### config.mk
export PLATFORM = sky130hd
export DESIGN_NAME = bch_parity_encoder
export DESIGN_NICKNAME = d
export VERILOG_FILES = /design/src/rtl/bch_enc_pkg.sv /design/src/rtl/bch_strength_map.sv /design/src/rtl/bch_gen_table.sv /design/src/rtl/bch_div_reg.sv /design/src/rtl/bch_parity_encoder.sv
export SDC_FILE = /design/constraint.sdc
export NUM_CORES = 1
export LEC_CHECK = 0
export ABC_AREA = 1
export BUFFER_PORTS_ARGS = -buffer_cell sky130_fd_sc_hd__clkbuf_2
export CAP_MARGIN = 20
export CORE_ASPECT_RATIO = 1.1
export CORE_MARGIN = 1.5
export CORE_UTILIZATION = 40
export CTS_BUF_LIST = sky130_fd_sc_hd__clkbuf_4
export DETAILED_ROUTE_END_ITERATION = 7
export SYNTH_ARGS = -nofsm -noshare
export SYNTH_HDL_FRONTEND = slang
export SYNTH_SLANG_ARGS = --single-unit
### constraint.sdc
create_clock -name clk -period 2.1 [get_ports clk]
set_clock_uncertainty 0.2 [all_clocks]
set_input_delay 0.21 -clock clk [delete_from_list [all_inputs] [get_ports clk]]
set_output_delay 0.21 -clock clk [all_outputs]
set_load 0.02 [all_outputs]
### src/rtl/bch_enc_pkg.sv
package bch_enc_pkg;

    localparam int GF_M    = 13;
    localparam int GF_N    = (1 << GF_M) - 1;
    localparam logic [GF_M:0] GF_POLY = 14'h201B;
    localparam int NUM_LVL = 9;
    localparam int STR_W   = 5;
    localparam int LVL_W   = $clog2(NUM_LVL);

    // strength for level index: 2,4,8,10,...,20
    function automatic int lvl_strength(int i);
        return (i < 2) ? 2 * (i + 1) : 2 * i + 4;
    endfunction

    localparam int T_MAX  = lvl_strength(NUM_LVL - 1);
    localparam int PAR_W  = GF_M * T_MAX;
    localparam int PCNT_W = $clog2(PAR_W + 1);
    localparam int MCNT_W = $clog2(GF_N + 1);

    typedef logic [GF_M-1:0]  gf_t;
    typedef logic [PAR_W-1:0] rem_t;

    typedef enum logic [1:0] {ST_IDLE, ST_MSG, ST_PAR} enc_state_e;

    typedef struct packed {
        logic valid;
        logic dbit;
        logic par;
        logic last;
    } code_beat_s;

    typedef struct packed {
        logic             ok;
        logic [LVL_W-1:0] lvl;
    } lvl_dec_s;

    function automatic lvl_dec_s decode_strength(logic [STR_W-1:0] s);
        lvl_dec_s d;
        d = '0;
        for (int i = 0; i < NUM_LVL; i++) begin
            if (s == STR_W'(lvl_strength(i))) begin
                d.ok  = 1'b1;
                d.lvl = LVL_W'(i);
            end
        end
        return d;
    endfunction

    function automatic gf_t gf_mul(gf_t a, gf_t b);
        gf_t acc;
        gf_t x;
        acc = '0;
        x   = a;
        for (int k = 0; k < GF_M; k++) begin
            if (b[k]) acc = acc ^ x;
            if (x[GF_M-1]) x = (x << 1) ^ GF_POLY[GF_M-1:0];
            else           x = x << 1;
        end
        return acc;
    endfunction

    function automatic gf_t gf_pow(int e);
        gf_t r;
        gf_t base;
        int  ee;
        r    = gf_t'(1);
        base = gf_t'(2);
        ee   = e % GF_N;
        for (int k = 0; k < GF_M; k++) begin
            if (((ee >> k) & 1) == 1) r = gf_mul(r, base);
            base = gf_mul(base, base);
        end
        return r;
    endfunction

    // odd exponent i starts a new conjugacy class if no conjugate is smaller
    function automatic bit is_leader(int i);
        int c;
        c = i;
        for (int k = 1; k < GF_M; k++) begin
            c = (c * 2) % GF_N;
            if (c < i) return 1'b0;
        end
        return 1'b1;
    endfunction

    function automatic int gen_deg(int t);
        int d;
        d = 0;
        for (int i = 1; i < 2 * t; i += 2)
            if (is_leader(i)) d += GF_M;
        return d;
    endfunction

    function automatic logic [PAR_W:0] gen_full(int t);
        logic [PAR_W:0] g;
        logic [PAR_W:0] ng;
        gf_t            p [0:GF_M];
        gf_t            root;
        int             c;
        g = (PAR_W+1)'(1);
        for (int i = 1; i < 2 * t; i += 2) begin
            if (is_leader(i)) begin
                for (int j = 0; j <= GF_M; j++) p[j] = '0;
                p[0] = gf_t'(1);
                c = i;
                for (int k = 0; k < GF_M; k++) begin
                    root = gf_pow(c);
                    for (int j = GF_M; j >= 1; j--)
                        p[j] = p[j-1] ^ gf_mul(p[j], root);
                    p[0] = gf_mul(p[0], root);
                    c = (c * 2) % GF_N;
                end
                ng = '0;
                for (int j = 0; j <= GF_M; j++)
                    if (p[j][0]) ng = ng ^ (g << j);
                g = ng;
            end
        end
        return g;
    endfunction

    // low coefficients of g placed at the top of the division register
    function automatic rem_t gen_aligned(int t);
        logic [PAR_W:0] full;
        rem_t           a;
        int             d;
        full    = gen_full(t);
        d       = gen_deg(t);
        full[d] = 1'b0;
        a       = full[PAR_W-1:0];
        return a << (PAR_W - d);
    endfunction

endpackage

### src/rtl/bch_strength_map.sv
module bch_strength_map
    import bch_enc_pkg::*;
(
    input  logic [STR_W-1:0] strength,
    output lvl_dec_s         dec
);
    always_comb dec = decode_strength(strength);
endmodule

### src/rtl/bch_gen_table.sv
module bch_gen_table
    import bch_enc_pkg::*;
(
    input  logic [LVL_W-1:0]  lvl,
    output rem_t              gen,
    output logic [PCNT_W-1:0] pdeg,
    output logic [MCNT_W-1:0] kmax
);
    rem_t              gen_tab  [NUM_LVL];
    logic [PCNT_W-1:0] deg_tab  [NUM_LVL];
    logic [MCNT_W-1:0] kmax_tab [NUM_LVL];

    for (genvar i = 0; i < NUM_LVL; i++) begin : g_lvl
        localparam int   T_I   = lvl_strength(i);
        localparam int   DEG_I = gen_deg(T_I);
        localparam rem_t GEN_I = gen_aligned(T_I);
        assign gen_tab[i]  = GEN_I;
        assign deg_tab[i]  = PCNT_W'(DEG_I);
        assign kmax_tab[i] = MCNT_W'(GF_N - DEG_I);
    end

    always_comb begin
        gen  = gen_tab[0];
        pdeg = deg_tab[0];
        kmax = kmax_tab[0];
        for (int i = 1; i < NUM_LVL; i++) begin
            if (lvl == LVL_W'(i)) begin
                gen  = gen_tab[i];
                pdeg = deg_tab[i];
                kmax = kmax_tab[i];
            end
        end
    end
endmodule

### src/rtl/bch_div_reg.sv
module bch_div_reg
    import bch_enc_pkg::*;
(
    input  logic clk,
    input  logic rst,
    input  logic clear,
    input  logic step_msg,
    input  logic step_par,
    input  logic din,
    input  rem_t gen,
    output logic top
);
    rem_t rem_q;
    logic fb;

    assign top = rem_q[PAR_W-1];
    assign fb  = din ^ rem_q[PAR_W-1];

    always_ff @(posedge clk) begin
        if (rst || clear) begin
            rem_q <= '0;
        end else if (step_msg) begin
            rem_q <= (rem_q << 1) ^ (fb ? gen : '0);
        end else if (step_par) begin
            rem_q <= rem_q << 1;
        end
    end
endmodule

### src/rtl/bch_parity_encoder.sv
module bch_parity_encoder
    import bch_enc_pkg::*;
(
    input  logic             clk,
    input  logic             rst,
    input  logic             start_i,
    input  logic [STR_W-1:0] strength_i,
    input  logic             data_valid_i,
    input  logic             data_i,
    input  logic             last_i,
    output logic             busy_o,
    output logic             code_valid_o,
    output logic             code_bit_o,
    output logic             code_par_o,
    output logic             par_end_o,
    output logic [STR_W-1:0] used_strength_o,
    output logic             strength_err_o
);
    enc_state_e        st_q;
    logic [LVL_W-1:0]  lvl_q;
    logic [MCNT_W-1:0] mcnt_q;
    logic [PCNT_W-1:0] pcnt_q;
    logic [STR_W-1:0]  used_q;
    logic              err_q;
    code_beat_s        beat_q;
    code_beat_s        beat_d;

    lvl_dec_s          dec;
    rem_t              gen_sel;
    logic [PCNT_W-1:0] pdeg;
    logic [MCNT_W-1:0] kmax;
    logic              rem_top;
    logic              do_clear;
    logic              do_msg;
    logic              do_par;
    logic              msg_end;

    bch_strength_map u_map (
        .strength (strength_i),
        .dec      (dec)
    );

    bch_gen_table u_tab (
        .lvl  (lvl_q),
        .gen  (gen_sel),
        .pdeg (pdeg),
        .kmax (kmax)
    );

    bch_div_reg u_div (
        .clk      (clk),
        .rst      (rst),
        .clear    (do_clear),
        .step_msg (do_msg),
        .step_par (do_par),
        .din      (data_i),
        .gen      (gen_sel),
        .top      (rem_top)
    );

    always_comb begin
        do_clear     = (st_q == ST_IDLE) && start_i && dec.ok;
        do_msg       = (st_q == ST_MSG) && data_valid_i;
        do_par       = (st_q == ST_PAR);
        msg_end      = do_msg && (last_i ||
                       (({1'b0, mcnt_q} + 1'b1) == {1'b0, kmax}));
        beat_d.valid = do_msg || do_par;
        beat_d.dbit  = do_par ? rem_top : data_i;
        beat_d.par   = do_par;
        beat_d.last  = do_par && (pcnt_q == PCNT_W'(1));
    end

    always_ff @(posedge clk) begin
        if (rst) begin
            st_q   <= ST_IDLE;
            lvl_q  <= '0;
            mcnt_q <= '0;
            pcnt_q <= '0;
            used_q <= '0;
            err_q  <= 1'b0;
            beat_q <= '0;
        end else begin
            err_q  <= 1'b0;
            beat_q <= beat_d;
            unique case (st_q)
                ST_IDLE: begin
                    if (start_i) begin
                        if (dec.ok) begin
                            st_q   <= ST_MSG;
                            lvl_q  <= dec.lvl;
                            used_q <= strength_i;
                            mcnt_q <= '0;
                        end else begin
                            err_q  <= 1'b1;
                        end
                    end
                end
                ST_MSG: begin
                    if (do_msg) begin
                        mcnt_q <= mcnt_q + 1'b1;
                        if (msg_end) begin
                            st_q   <= ST_PAR;
                            pcnt_q <= pdeg;
                        end
                    end
                end
                ST_PAR: begin
                    pcnt_q <= pcnt_q - 1'b1;
                    if (pcnt_q == PCNT_W'(1)) st_q <= ST_IDLE;
                end
                default: st_q <= ST_IDLE;
            endcase
        end
    end

    assign busy_o          = (st_q != ST_IDLE);
    assign code_valid_o    = beat_q.valid;
    assign code_bit_o      = beat_q.dbit;
    assign code_par_o      = beat_q.par;
    assign par_end_o       = beat_q.last;
    assign used_strength_o = used_q;
    assign strength_err_o  = err_q;
endmodule

After elaboration in Yosys (flattened, before gate mapping)
Index checks and enable logic that the tools add are counted.
W data, S select, Z words.

word-level totals
  register bits = 298
  input port bits = 11

operators by class
  add/sub/neg operators = 3
  equality and inequality tests = 26
  muxes and demuxes = 51
  bitwise logic cells = 4
  reductions and logical operators = 18

operators with widths
  operator                 count
  $mux W260                9
  $mux W259                2
  $xor A260 B260 Y260      1
  $mux W8                  10
  $mux W5                  9
  $mux W13                 3
  $mux W9                  4
  $pmux W13 S2             1
  $eq A5 B4 Y1 const B     4
  $pmux W9 S2              1
  $eq A4 B3 Y1 const B     4
  $eq A5 B5 Y1 const B     3
  $add A13 B1 Y14 const B  1
  $eq A14 B13 Y1           1
  $mux W7                  2
  $add A13 B1 Y13 const B  1
  $mux W6                  2
  $mux W2                  5
  $eq A9 B1 Y1 const B     1
  $sub A9 B1 Y9 const B    1
  $eq A4 B2 Y1 const B     2
  $ne A2 B2 Y1 const B     4
  $reduce_bool A2 Y1       4
  $pmux W2 S3              1
  other kinds (17)         26

Longest topological paths before layout
  word-level depth = 15
  depth in mapped cells = 20

By module
From an unflattened synthesis, not the netlist that was laid out.

second synthesis, totals
  cells, all modules = 3293
  area total of the unflattened synthesis = 20085.5 sq um

by module, submodules not included
  module              instances  cells an instance  area each (sq um)
  bch_div_reg         1          2542               15612.5
  bch_parity_encoder  1          373                2287.2
  bch_gen_table       1          349                2063.2
  bch_strength_map    1          29                 122.6

Worst setup path after synthesis
OpenSTA, ideal clock, no wires.

  path type = reg2reg
  start point = register mcnt_q[0]
  end point = register pcnt_q[7]
  setup time = 113 ps
  arrival time = 1857 ps
  required time = 1787 ps
  setup slack = -70 ps
  cell stages (with the launch flop) = 20
  cells stage by stage = dfxtp_1 -> ha_1 -> nand2_1 -> nor2_1 -> nand2_1 -> nand2_1 -> nand2_1 -> nand2_1 -> nand2_1 -> nor2_1 -> nand2_1 -> nor2_1 -> nand2_1 -> nand2_2 -> nand2_4 -> nand2_4 -> buf_6 -> nand2_1 -> nand2_1 -> nor2_1

between the ends
  cells in the longest elaborated chain, start to end = 6

ends and longest elaborated chain
  element                      RTL line                   source
  start, declared              bch_parity_encoder.sv:21   logic [MCNT_W-1:0] mcnt_q;
  start signal, assigned       bch_parity_encoder.sv:100  mcnt_q <= mcnt_q + 1'b1;
  $add A13 B1 Y14              bch_parity_encoder.sv:66   (({1'b0, mcnt_q} + 1'b1) == {1'b0, kmax}));
  $eq A14 B13 Y1               bch_parity_encoder.sv:66
  $logic_or A1 B1 Y1           bch_parity_encoder.sv:65   msg_end = do_msg && (last_i ||
  $logic_and A1 B1 Y1          bch_parity_encoder.sv:65
  $ne A2 B2 Y1 (no line)       --
  $reduce_and A3 Y1 (no line)  --
  end signal, assigned         bch_parity_encoder.sv:103  pcnt_q <= pdeg;
  end signal, assigned         bch_parity_encoder.sv:108  pcnt_q <= pcnt_q - 1'b1;
  end, declared                bch_parity_encoder.sv:22   logic [PCNT_W-1:0] pcnt_q;

No other way between the ends.
A chain may end at the register's enable or synchronous reset.

Worst setup path in the final report
  start point = register lvl_q[3]
  end point = register pcnt_q[2]

between the ends
  cells in the longest elaborated chain, start to end = 14

ends and longest elaborated chain
  element                      RTL line                  source
  start, declared              bch_parity_encoder.sv:20  logic [LVL_W-1:0] lvl_q;
  start signal, assigned       bch_parity_encoder.sv:90  lvl_q <= dec.lvl;
  $eq A4 B1 Y1                 bch_gen_table.sv:27       if (lvl == LVL_W'(i)) begin
  $mux W6                      bch_gen_table.sv:27
  $mux W7                      bch_gen_table.sv:27
  $mux W8 (5 in series)        bch_gen_table.sv:27
  $mux W9                      bch_gen_table.sv:27
  $eq A14 B13 Y1               bch_parity_encoder.sv:66
  $logic_or A1 B1 Y1           bch_parity_encoder.sv:65
  $logic_and A1 B1 Y1          bch_parity_encoder.sv:65
  $ne A2 B2 Y1 (no line)       --
  $reduce_and A3 Y1 (no line)  --

Several ways; a longest one is shown, not always the timed one. The select of a mux whose other input is x is not followed.

==> summary.md <==
| Metric | Value |
|---|---|
| End of the worst register-to-register path | pcnt_q[2]$_SDFFE_PP0P_ |
| Routed vias/inst | 5.150 |
| Total length of routed met3 wires | 1.700 mm |
| Met2 wire length | 19.35 mm |
| Kind of capture point of the worst setup path | flip-flop |
| Fillcell total | 3277 |
| Reg2Reg Launch Point | lvl_q[3]$_SDFFE_PP0P_ |
| Wire per inst | 15.73 microns |
| Sw Pwr | 3.565 mW |
| Grt total ovfl | 0 |
| Ys flop type | sky130_fd_sc_hd__dfxtp_1 |
| Total setup violations reported at the end of the flow | 16 |
| Syn nets | 1802 |
| Register clock-pin slew on the reported worst setup and hold paths | 0.06 ns |
| Port-buffer cells | 21 |
| Sequential cell area fraction in the yosys report | 43.16% |
| Number of buffers and inverters on the critical path | 4 |
| Final-layout worst hold slack | 0.1154 ns |
| Number of maximum-capacitance violations | 0 |
| Result of the run | finished with violations |
| Instance count along the most critical hold path | 4 |
| Clock H-tree levels | 3 |
| Final period util | 104.7% |
| Worst setup path category | flip-flop to flip-flop |
| Final Max Tran Viols | 0 |
| Cell family with most CP delay | simple AND/OR/NAND/NOR gates |
| CP cell instances | buf_12 -> buf_6 -> nand3_4 -> buf_6 -> nand3_4 -> nand2_2 -> nand2_1 -> nor2_1 -> nand2_1 -> nor2_1 -> nand2_1 -> nand2_2 -> nand2_4 -> buf_6 -> nand3_2 -> a21oi_2 |
| Maximum resistive drop on vdd | 0.4411 mV |
| Req. time, crit path | 2.53 ns |
| Post-placement cell count | 2365 |
| Fraction of registers with async set or reset after synthesis | 0% |
| Top post-synthesis cells by area | sky130_fd_sc_hd__dfxtp_1, sky130_fd_sc_hd__a21oi_1, sky130_fd_sc_hd__o21ai_0 |
| Count of different cell masters after synthesis | 47 |
| Remaining routing DRC violations | 0 |
| DIE AREA | 35680 sq um |
| CP max stage cell | sky130_fd_sc_hd__dfxtp_2 |
| Number of warning messages in the yosys log | 0 |
| Setup slack, reg-to-reg | -0.1 ns |
| Cells after synthesis | 1788 |
| Final weighted congestion of routability-driven global placement | 0.9028 |
| Stage delay of the slowest cell on the critical path | 0.33 ns |
| Number of enable-type register cells in the synthesized netlist | 0 |
| Post-synth top area cell | sky130_fd_sc_hd__dfxtp_1 |
| Setup repair after global routing missed its margin | yes |
| Overall routing resource usage | 21.74% |
| Flop and latch count out of synthesis | 298 |
| Accumulated negative setup slack | -0.8595 ns |
| Routed via count | 13133 |
| Leakage Power | 7.480 nW |
| Crit Path Max Fanout | 6 |
| Total number of nets in the final design | 2078 |
| Synth-to-layout area growth | 32.11% |
| Total number of clock tree sinks | 298 |
| Vias in the first global route | 12699 |
| Maximum clock path buffer count | 3 |
| Die Wd | 180.2 microns |
| Headroom to the max-slew limit | 69.19% |
| Hpwl dp | 25.82 mm |
| Aggregate routed wire length | 40.11 mm |
| Hold EP | used_strength_o[1]$_SDFFE_PP0P_ |
| Minimum clock period | 2.199 ns |
| Switching Fraction | 27.66% |
| Effective utilization at floorplan | 40.52% |
| Count of antenna-violating nets left after detailed routing | 0 |
| Most frequently used cell type in the post-synthesis netlist | sky130_fd_sc_hd__dfxtp_1 |
| Worst Min Path Start | strength_i[1] |
| Top-area cell type share of the netlist area | 43.16% |
| Clock Power Share | 38.5% |
| Internal power contribution | 9.324 mW |
| Worst endpoint data arrival time | 2.63 ns |
| Type of origin of the critical path | flip-flop |
| Antenna violations before repair | 2 |
| Io pins | 22 |
| Achievable clock frequency | 454.7 MHz |
| Slew at the pin closest to its max-slew limit | 0.4616 ns |
| Worst-case reg-to-reg path depth | 16 |
| CTS Buf Count | 81 |
| Non-filler cells, final | 2550 |
| TritonCTS clock tree | yes |
| Standard cell core area | 34110 sq um |
| Post-layout utilization of the core | 53.53% |
| Top post-synthesis cells by count | sky130_fd_sc_hd__dfxtp_1, sky130_fd_sc_hd__a21oi_1, sky130_fd_sc_hd__o21ai_0, sky130_fd_sc_hd__nand2_1, sky130_fd_sc_hd__nor2_1 |
| First-pass GRT wire length | 62.98 mm |
| Post-Syn Area per Cell | 7.730 sq um |
| 1st-iter DRT viols | 816 |
| Areal power density over the cells | 705.9 nW/um^2 |
| Row count | 71 |
| M1 wire length | 17.48 mm |
| Worst slack, placed | -0.2580 ns |
| Share of power burned in combinational logic | 13.3% |
| Hold WC Path Type | input pin to flip-flop |
| Height of the chip | 198.0 microns |
| Sequential cell fraction of total power | 48.1% |
| Worst skew pair latency | 0.75 ns |
| Top Layer Used | met4 |
| Buffer type at the clock tree root | sky130_fd_sc_hd__clkbuf_4 |
| Largest net degree at the start of global routing | 55 |
| Share of layout cells above drive strength 1 | 28.15% |
| Summed instance area of the synthesized netlist | 13820 sq um |
| Number of hold violations in the final report | 0 |
| Final Worst Setup Slack | -0.09938 ns |
| Violations in the final reports | setup timing |
| First drt pass iteration count | 7 |
## tightest hold or removal path, cell delays in order
cell                            delay, ns
sky130_fd_sc_hd__dlygate4sd3_1       0.54
sky130_fd_sc_hd__clkbuf_2            0.11
sky130_fd_sc_hd__inv_1               0.08
sky130_fd_sc_hd__a21oi_1             0.07
## kinds of logic after synthesis
kind of cell | synth area share [%]
AND/OR/NAND/NOR | 14.89
buffers and inverters | 7.079
adder cells (fa/ha/maj) | 0.2716
flip-flops | 43.16
XOR/XNOR | 11.66
AO/OA/AOI/OAI | 22.94
## layer usage
metal,track usage [%],up-vias
met4,11.30,0
met5,0,-
li1,-,6577
met3,3.918,99
met1,26.30,6140
met2,36.99,317
## layout make-up
| class | instances | area [sq um] | area share [%] |
|---|---|---|---|
| Antenna cell | 2 | 5.005 | 0.02741 |
| Clock buffer | 113 | 848.3 | 4.646 |
| Clock inverter | 16 | 92.59 | 0.5071 |
| Inverter | 120 | 475.5 | 2.604 |
| Multi-Input combinational cell | 1252 | 7461 | 40.86 |
| Sequential cell | 298 | 5983 | 32.77 |
| Tap cell | 438 | 548.0 | 3.001 |
| Timing Repair Buffer | 311 | 2846 | 15.59 |
## cell usage in the layout, fill, tap and decap left out, types with 19 or more instances in the layout
cell,netlist,routed
sky130_fd_sc_hd__dfxtp_1,298,288
sky130_fd_sc_hd__a21oi_1,260,253
sky130_fd_sc_hd__o21ai_0,249,223
sky130_fd_sc_hd__buf_4,6,222
sky130_fd_sc_hd__nand2_1,226,195
sky130_fd_sc_hd__clkbuf_4,0,113
sky130_fd_sc_hd__xor2_1,115,110
sky130_fd_sc_hd__nor2_1,132,104
sky130_fd_sc_hd__inv_1,108,102
sky130_fd_sc_hd__xnor2_1,69,67
sky130_fd_sc_hd__nand2_2,13,32
sky130_fd_sc_hd__nand3_1,44,29
sky130_fd_sc_hd__buf_6,3,25
sky130_fd_sc_hd__a211oi_1,25,24
sky130_fd_sc_hd__nor3_1,24,22
sky130_fd_sc_hd__clkbuf_2,0,21
sky130_fd_sc_hd__o21ai_1,3,20
sky130_fd_sc_hd__a221oi_1,20,20
sky130_fd_sc_hd__buf_12,0,20
sky130_fd_sc_hd__nor2_2,6,19
## power by group through the flow
stage | Sequential, mW | Clock, mW | Combinational (mW)
3_3_place_gp | 6.30 | 0 | 1.47
4_1_cts | 6.19 | 5.12 | 1.56
6_report | 6.20 | 4.97 | 1.72
5_1_grt | 6.24 | 5.43 | 1.91
2_1_floorplan | 6.27 | 0 | 0.982
3_5_place_dp | 6.31 | 0 | 1.50
## metrics by stage
stage | power [mW] | cell area [sq um]
2_1_floorplan | 7.256 | 13830
3_3_place_gp | 7.773 | 16040
3_5_place_dp | 7.811 | 16040
4_1_cts | 12.87 | 17410
5_1_grt | 13.57 | 18260
6_report | 12.89 | 18260
## worst max path at each step
stage / start / to / depth (start not counted)
floorplan: mcnt_q[1]$_SDFFE_PP0P_ / pcnt_q[7]$_SDFFE_PP0P_ / 19
global placement: lvl_q[0]$_SDFFE_PP0P_ / u_div.rem_q[195]$_SDFFE_PP0P_ / 11
detailed placement: st_q[1]$_SDFFE_PP0P_ / u_div.rem_q[219]$_SDFFE_PP0P_ / 11
CTS: lvl_q[2]$_SDFFE_PP0P_ / u_div.rem_q[219]$_SDFFE_PP0P_ / 10
global route: mcnt_q[1]$_SDFFE_PP0P_ / pcnt_q[6]$_SDFFE_PP0P_ / 15
finish: lvl_q[3]$_SDFFE_PP0P_ / pcnt_q[2]$_SDFFE_PP0P_ / 16
## flip-flops by register name, indices dropped and copies added, names as in the netlist
register,cells
par_end_o,1
used_strength_o,5
pcnt_q,9
u_div.rem_q,260
st_q,2
code_bit_o,1
strength_err_o,1
code_par_o,1
code_valid_o,1
lvl_q,4
mcnt_q,13
## repair_timing
action | CTS | global route
hold buffers | 12 | 0
resized for setup | 79 | 137
setup endpoints to repair | 137 | 228
cloned | 0 | 8
setup buffers | 9 | 25
pin swaps | 13 | 48
endpoints found under the hold margin | 194 | 0
No activity file was read; power rests on OpenSTA's default activity.
